**config.mk**
```make
export PLATFORM = sky130hd
export DESIGN_NAME = dual_adc_reader
export DESIGN_NICKNAME = d
export VERILOG_FILES = /design/src/rtl/dual_adc_reader_pkg.sv /design/src/rtl/dual_adc_reader_ctrl.sv /design/src/rtl/dual_adc_reader_dp.sv /design/src/rtl/dual_adc_reader.sv
export SDC_FILE = /design/constraint.sdc
export NUM_CORES = 1
export LEC_CHECK = 0
export BUFFER_PORTS_ARGS = -buffer_cell sky130_fd_sc_hd__buf_4
export CORE_MARGIN = 2
export CORE_UTILIZATION = 45
export DETAILED_ROUTE_END_ITERATION = 16
export PLACE_DENSITY = 0.62
export RECOVER_POWER = 25
export SYNTH_ARGS = -nofsm -noshare
export SYNTH_HDL_FRONTEND = slang
export SYNTH_HIERARCHICAL = 1
export SYNTH_SLANG_ARGS = --single-unit
```
**constraint.sdc**
```tcl
create_clock -name clk -period 4.9 [get_ports clk]
set_input_delay 0.98 -clock clk [delete_from_list [all_inputs] [get_ports clk]]
set_output_delay 0.98 -clock clk [all_outputs]
set_load 0.05 [all_outputs]
```
**src/rtl/dual_adc_reader_pkg.sv**
```systemverilog
package dual_adc_reader_pkg;

  // Strobes from the sequencer to the shift datapath
  typedef struct packed {
    logic clear;    // begin a new frame: zero the sample count
    logic sample;   // take one bit from the data lines this cycle
    logic publish;  // copy the assembled words to the result outputs
    logic single;   // frame runs in single-line mode
  } dpStrobe_t;

endpackage

```
**src/rtl/dual_adc_reader_ctrl.sv**
```systemverilog
module dual_adc_reader_ctrl
  import dual_adc_reader_pkg::*;
#(
  parameter int SCLK_DIV    = 4,
  parameter int CS_HIGH_MIN = 4,
  parameter int DATA_W      = 12,
  parameter int LATENCY     = 19
) (
  input  logic      clk,
  input  logic      rstN,
  input  logic      start,
  input  logic      singleLine,
  input  logic      captureRise,
  output logic      csN,
  output logic      sclk,
  output logic      busy,
  output logic      valid,
  output dpStrobe_t strobe
);

  localparam int HALF      = SCLK_DIV / 2;
  localparam int HALF_W    = (HALF > 1) ? $clog2(HALF) : 1;
  localparam int EDGES_ONE = LATENCY + DATA_W;
  localparam int EDGES_TWO = LATENCY + 2 * DATA_W;
  localparam int CNT_W     = $clog2(EDGES_TWO + 2);
  localparam int GAP_W     = (CS_HIGH_MIN > 1) ? $clog2(CS_HIGH_MIN) : 1;

  typedef enum logic [1:0] {S_IDLE, S_FRAME, S_GAP} state_t;

  state_t            state;
  logic [HALF_W-1:0] halfCnt;
  logic [CNT_W-1:0]  fallCnt;
  logic [GAP_W-1:0]  gapCnt;
  logic              singleQ;
  logic              riseQ;

  logic              tick;
  logic [CNT_W-1:0]  lastEdge;
  logic [CNT_W-1:0]  winHigh;
  logic [CNT_W-1:0]  fallIdx;
  logic              fallWin;
  logic              riseWin;

  assign tick     = (halfCnt == HALF_W'(HALF - 1));
  assign lastEdge = singleQ ? CNT_W'(EDGES_TWO) : CNT_W'(EDGES_ONE);
  assign winHigh  = lastEdge;
  assign fallIdx  = fallCnt + 1'b1;
  // falling capture: edges LATENCY+1 .. lastEdge
  assign fallWin  = (fallIdx >= CNT_W'(LATENCY + 1)) && (fallIdx <= winHigh);
  // rising capture: rise following falls LATENCY .. lastEdge-1
  assign riseWin  = (fallCnt >= CNT_W'(LATENCY)) && (fallCnt < winHigh);

  always_ff @(posedge clk) begin
    if (!rstN) begin
      state   <= S_IDLE;
      csN     <= 1'b1;
      sclk    <= 1'b1;
      halfCnt <= '0;
      fallCnt <= '0;
      gapCnt  <= '0;
      singleQ <= 1'b0;
      riseQ   <= 1'b0;
      valid   <= 1'b0;
    end else begin
      valid <= 1'b0;
      case (state)
        S_IDLE: begin
          if (start) begin
            state   <= S_FRAME;
            csN     <= 1'b0;
            halfCnt <= '0;
            fallCnt <= '0;
            singleQ <= singleLine;
            riseQ   <= captureRise;
          end
        end
        S_FRAME: begin
          if (tick) begin
            halfCnt <= '0;
            if (sclk) begin
              sclk    <= 1'b0;
              fallCnt <= fallIdx;
            end else begin
              sclk <= 1'b1;
              if (fallCnt == lastEdge) begin
                csN    <= 1'b1;
                valid  <= 1'b1;
                state  <= S_GAP;
                gapCnt <= '0;
              end
            end
          end else begin
            halfCnt <= halfCnt + 1'b1;
          end
        end
        S_GAP: begin
          if (gapCnt == GAP_W'(CS_HIGH_MIN - 1)) state <= S_IDLE;
          else gapCnt <= gapCnt + 1'b1;
        end
        default: state <= S_IDLE;
      endcase
    end
  end

  assign busy = (state != S_IDLE);

  always_comb begin
    strobe.clear   = (state == S_IDLE) && start;
    strobe.sample  = (state == S_FRAME) && tick &&
                     (sclk ? (!riseQ && fallWin) : (riseQ && riseWin));
    strobe.publish = (state == S_FRAME) && tick && !sclk && (fallCnt == lastEdge);
    strobe.single  = singleQ;
  end


  sclk_idle_high_chk: assert property (@(posedge clk) disable iff (!rstN)
    (csN && $past(csN)) |-> sclk);


  sclk_fall_inside_cs_chk: assert property (@(posedge clk) disable iff (!rstN)
    $fell(sclk) |-> (!csN && $past(!csN)));


  valid_with_cs_rise_chk: assert property (@(posedge clk) disable iff (!rstN)
    valid |-> $rose(csN));


  valid_single_cycle_chk: assert property (@(posedge clk) disable iff (!rstN)
    valid |=> !valid);


  frame_from_idle_chk: assert property (@(posedge clk) disable iff (!rstN)
    $fell(csN) |-> $past(!busy));

endmodule

```
**src/rtl/dual_adc_reader_dp.sv**
```systemverilog
module dual_adc_reader_dp
  import dual_adc_reader_pkg::*;
#(
  parameter int DATA_W = 12
) (
  input  logic              clk,
  input  logic              rstN,
  input  dpStrobe_t         strobe,
  input  logic              sdataA,
  input  logic              sdataB,
  output logic [DATA_W-1:0] resultA,
  output logic [DATA_W-1:0] resultB
);

  localparam int LANES  = 2;
  localparam int SCNT_W = $clog2(2 * DATA_W + 1);

  logic [DATA_W-1:0] lane [LANES];
  logic              laneIn [LANES];
  logic [SCNT_W-1:0] sampCnt;

  // lane 1 collects channel A, lane 0 channel B; in single-line mode
  // lane 0 takes line A and overflows into lane 1
  assign laneIn[1] = strobe.single ? lane[0][DATA_W-1] : sdataA;
  assign laneIn[0] = strobe.single ? sdataA : sdataB;

  for (genvar g = 0; g < LANES; g++) begin : gLane
    always_ff @(posedge clk) begin
      if (!rstN) lane[g] <= '0;
      else if (strobe.sample) lane[g] <= {lane[g][DATA_W-2:0], laneIn[g]};
    end
  end

  always_ff @(posedge clk) begin
    if (!rstN) sampCnt <= '0;
    else if (strobe.clear) sampCnt <= '0;
    else if (strobe.sample) sampCnt <= sampCnt + 1'b1;
  end

  always_ff @(posedge clk) begin
    if (!rstN) begin
      resultA <= '0;
      resultB <= '0;
    end else if (strobe.publish) begin
      resultA <= lane[1];
      resultB <= lane[0];
    end
  end

  // a frame is published only after a full set of bits
  bit_count_at_publish_chk: assert property (@(posedge clk) disable iff (!rstN)
    strobe.publish |-> (sampCnt == (strobe.single ? SCNT_W'(2 * DATA_W) : SCNT_W'(DATA_W))));

endmodule

```
**src/rtl/dual_adc_reader.sv**
```systemverilog
module dual_adc_reader
  import dual_adc_reader_pkg::*;
#(
  parameter int SCLK_DIV    = 4,
  parameter int CS_HIGH_MIN = 4,
  parameter int DATA_W      = 12,
  parameter int LATENCY     = 19
) (
  input  logic              clk,
  input  logic              rstN,
  input  logic              start,
  input  logic              singleLine,
  input  logic              captureRise,
  input  logic              sdataA,
  input  logic              sdataB,
  output logic              csN,
  output logic              sclk,
  output logic              busy,
  output logic              valid,
  output logic [DATA_W-1:0] resultA,
  output logic [DATA_W-1:0] resultB
);

  dpStrobe_t strobe;

  dual_adc_reader_ctrl #(
    .SCLK_DIV(SCLK_DIV), .CS_HIGH_MIN(CS_HIGH_MIN),
    .DATA_W(DATA_W), .LATENCY(LATENCY)
  ) u_ctrl (
    .clk(clk), .rstN(rstN), .start(start), .singleLine(singleLine),
    .captureRise(captureRise), .csN(csN), .sclk(sclk), .busy(busy),
    .valid(valid), .strobe(strobe)
  );

  dual_adc_reader_dp #(.DATA_W(DATA_W)) u_dp (
    .clk(clk), .rstN(rstN), .strobe(strobe), .sdataA(sdataA),
    .sdataB(sdataB), .resultA(resultA), .resultB(resultB)
  );

endmodule

```
==> summary.txt <==
Outcome
  • Status: finished with violations
  • Failing checks: max-capacitance violations, max-slew violations

Detailed routing
  • Final ANT Viol Nets: 0
  • Routed wire per std cell: 15.0 um
  • Via/cell ratio: between 5 and 6
  • Initial DRC Count: 122
  • Routed WL: 5550 um
  • Residual DRC: 0
  • DR pass1 iterations: 4
  • Via Count: roughly 1900

Worst hold path
  • Min-delay src: u_dp/lane[1][11]
  • Hold crit path type: reg -> reg
  • Hold path depth: 2
  • Worst Hold Path EP: u_dp/resultA[11]

Timing
  • Final Hold Viols: 0
  • Final Cycle Share: 78.2%
  • Finish-stage setup viols: 0
  • Slew Limit Fails: 65
  • Max Clock Freq: 0.261 GHz
  • RSZ-0062 raised after global routing: false
  • Setup tns final: 0 ns
  • Worst Max-Slew Pin Slew: around 2.1 ns
  • Worst rel slew slack: -40.5%
  • Fin Clk Skew: 0.00828 ns
  • Tmin final: 3.83 ns

Yosys
  • Synthesized flop and latch total: 64
  • Post-Syn Area: 0.00290 mm2
  • Async SR Flop Fraction: 0%
  • Post-synth EDFFs: 24
  • Post-Synthesis Cells: 255
  • Yosys cell types: 46
  • Yosys warns: 6
  • Predominant post-synthesis flop cell: dfxtp_1
  • Syn nets: 271
  • Sequential-to-total area share from yosys stat: 52.5%
  • Mapped Avg Cell Area: between 10 and 15 um2

GRT
  • GR Util met1: 23.3%
  • Total track usage: 16.5%
  • Largest net degree at the start of global routing: 65
  • First-pass GRT wire length: 9180 um
  • GR Overflow Total: 0
  • Met3 Resource Use GR: ~3.5%
  • Antenna violations before repair: 0
  • Most used routing layer: met2
  • Met2 Use GR: 24.0%
  • Vias in the first global route: between 1500 and 2000

Layout
  • Most common cell after layout, fill and taps aside: dfxtp_1
  • Final antenna diode count: 0
  • Post-layout util: 52.6%
  • Commonest non-fill, non-tap cells in the layout: dfxtp_1 (40), nor2b_1 (30), mux2i_1 (28)
  • Area grow syn2layout: 14.0%
  • Final nets: 303
  • Design area: 0.00330 mm2
  • Share of cells above drive strength 1: 13.0%

Critical path
  • R2R Setup Slk: approximately 1.3 ns
  • Crit-path max cell delay: 1.47 ns
  • CP startpoint kind: input port
  • CP Capture Type: flop
  • Slowest stage cell on the critical path: clkbuf_1
  • Crit-path cells: clkbuf_1 > nand2b_1
  • RR Endpoint: u_dp/lane[0][7]
  • CP top delay family: buffers and inverters
  • Reg2reg path depth: 10
  • Crit path DAT: 3.64 ns
  • CP bufs+invs: 1
  • Largest driver fanout on the critical path: 64
  • Reg-to-reg startpoint: u_ctrl/fallCnt[2]
  • Crit path required time: 4.71 ns
  • Kind of critical path: in -> reg

Floorplan
  • Core area: 0.00628 mm2
  • Top Ports: 35
  • Die H: 84.2 um
  • Initial core utilization: 46.1%
  • Die Area: roughly 0.007 mm2
  • FP Rows: 29
  • Die width: 84.2 um

Power and ir drop
  • Power Dens Cells: between 300 and 400 mW/mm2
  • Clock power frac: between 40% and 50%
  • Sw Share: 22.5%
  • Seq pwr share: 51.2%
  • Int Pwr: approximately 860 uW
  • Leak: 0.00127 uW
  • Worst vdd ir: 0.000188 V
  • Logic gate share of total power: 3.8%
  • Sw Pwr: 251 uW

Clock network
  • H-tree depth: 3
  • Setup Fix Bufs, Post-CTS: 0
  • Worst-Skew Late Latency: 0.34 ns
  • Clk pin slew, worst setup/hold paths: 0.08 ns
  • CTS tree: done
  • CTS Root Cell: clkbuf_8
  • Clock Tree Buf Depth: 2
  • Post_cts resized: 0
  • Clock tree sinks: 64
  • CTS Buf Count: 9
  • Hold buffer count at cts: 0

Place
  • Gpl congestion: 0.829
  • Dpl cell area: 0.00316 mm2
  • PortBufs: 34
  • Post-DP HPWL: ~3500 um

Flow run
  • Total of max-cap violations: 1
## area by class of cell
| type | instances | area (um2) |
|---|---|---|
| tap | 77 | 96.3 |
| multi-input combinational | 173 | 1260 |
| fill | 588 | 2970 |
| inverter | 3 | 11.3 |
| clock inverter | 7 | 95.1 |
| clock buffer | 9 | 124 |
| timing repair buffer | 36 | 195 |
| sequential | 64 | 1520 |
## sequential cells by signal, indices dropped and copies added (netlist names)
| signal | count |
|---|---|
| u_ctrl/singleQ | 1 |
| u_ctrl/fallCnt | 6 |
| u_ctrl/valid | 1 |
| u_ctrl/csN | 1 |
| u_dp/resultA | 12 |
| u_ctrl/riseQ | 1 |
| u_ctrl/gapCnt | 2 |
| u_dp/resultB | 12 |
| u_dp/lane | 24 |
| u_ctrl/state | 2 |
| u_ctrl/halfCnt | 1 |
| u_ctrl/sclk | 1 |
## cells in the mapped netlist (all sizes together), types with 3 or more instances
cell	number	area, um2
nand3b	3	22.5
nand3	5	30.0
dfxtp	40	801
ha	9	113
inv	3	11.3
edfxtp	24	721
nand2	8	30.0
o21ai	9	45.0
clkbuf	5	18.8
nor2b	30	188
mux2i	28	280
a21boi	6	45.0
and3	24	150
buf	10	93.8
nor2	8	30.0
a21oi	7	35.0
or3	3	18.8
## power groups by stage
stage	Sequential, uW	Clock (uW)	Combinational [uW]
finish	571	501	42.9
global placement	583	0	43.3
CTS	571	513	43.8
floorplan	581	0	30.1
detailed placement	583	0	43.3
global route	573	535	47.3
## how the worst max path moves through the flow
stage,startpoint,endpoint,slack [ns],cells after the start
after floorplan,u_ctrl/fallCnt[2],u_dp/lane[0][0],1.93,9
after global placement,u_ctrl/fallCnt[2],u_dp/lane[0][6],1.49,10
after detailed placement,u_ctrl/fallCnt[2],u_dp/lane[0][5],1.36,10
after CTS,u_ctrl/fallCnt[2],u_dp/lane[0][6],1.34,10
after global routing,rstN,u_dp/lane[0][3],0.60,2
final,rstN,u_dp/lane[0][7],1.07,2
## stage by stage
stage,hold slack (ns),instances,power (uW),setup WS (ns)
floorplan,0.479,255,611,1.93
global placement,0.487,353,627,1.49
detailed placement,0.504,353,626,1.36
CTS,0.519,369,1130,1.34
global route,0.515,369,1160,0.597
finish,0.513,369,1120,1.07
## cells by family after synthesis
logic type | after synthesis | synth area share [%]
AOI/OAI and AO/OA | 32 | 7.17
xor gates and xnor gates | 3 | 0.907
adders and majority gates | 9 | 3.89
buffers and inverters | 18 | 4.28
DFF | 64 | 52.5
muxes | 29 | 10.1
and+or+nand+nor | 100 | 21.2
## per-layer routing
metal	wire, um	vias up
met5	0	-
met4	98	0
met3	217	7
met2	2470	37
met1	2760	914
li1	-	982
(Power assumes the default switching activity.)
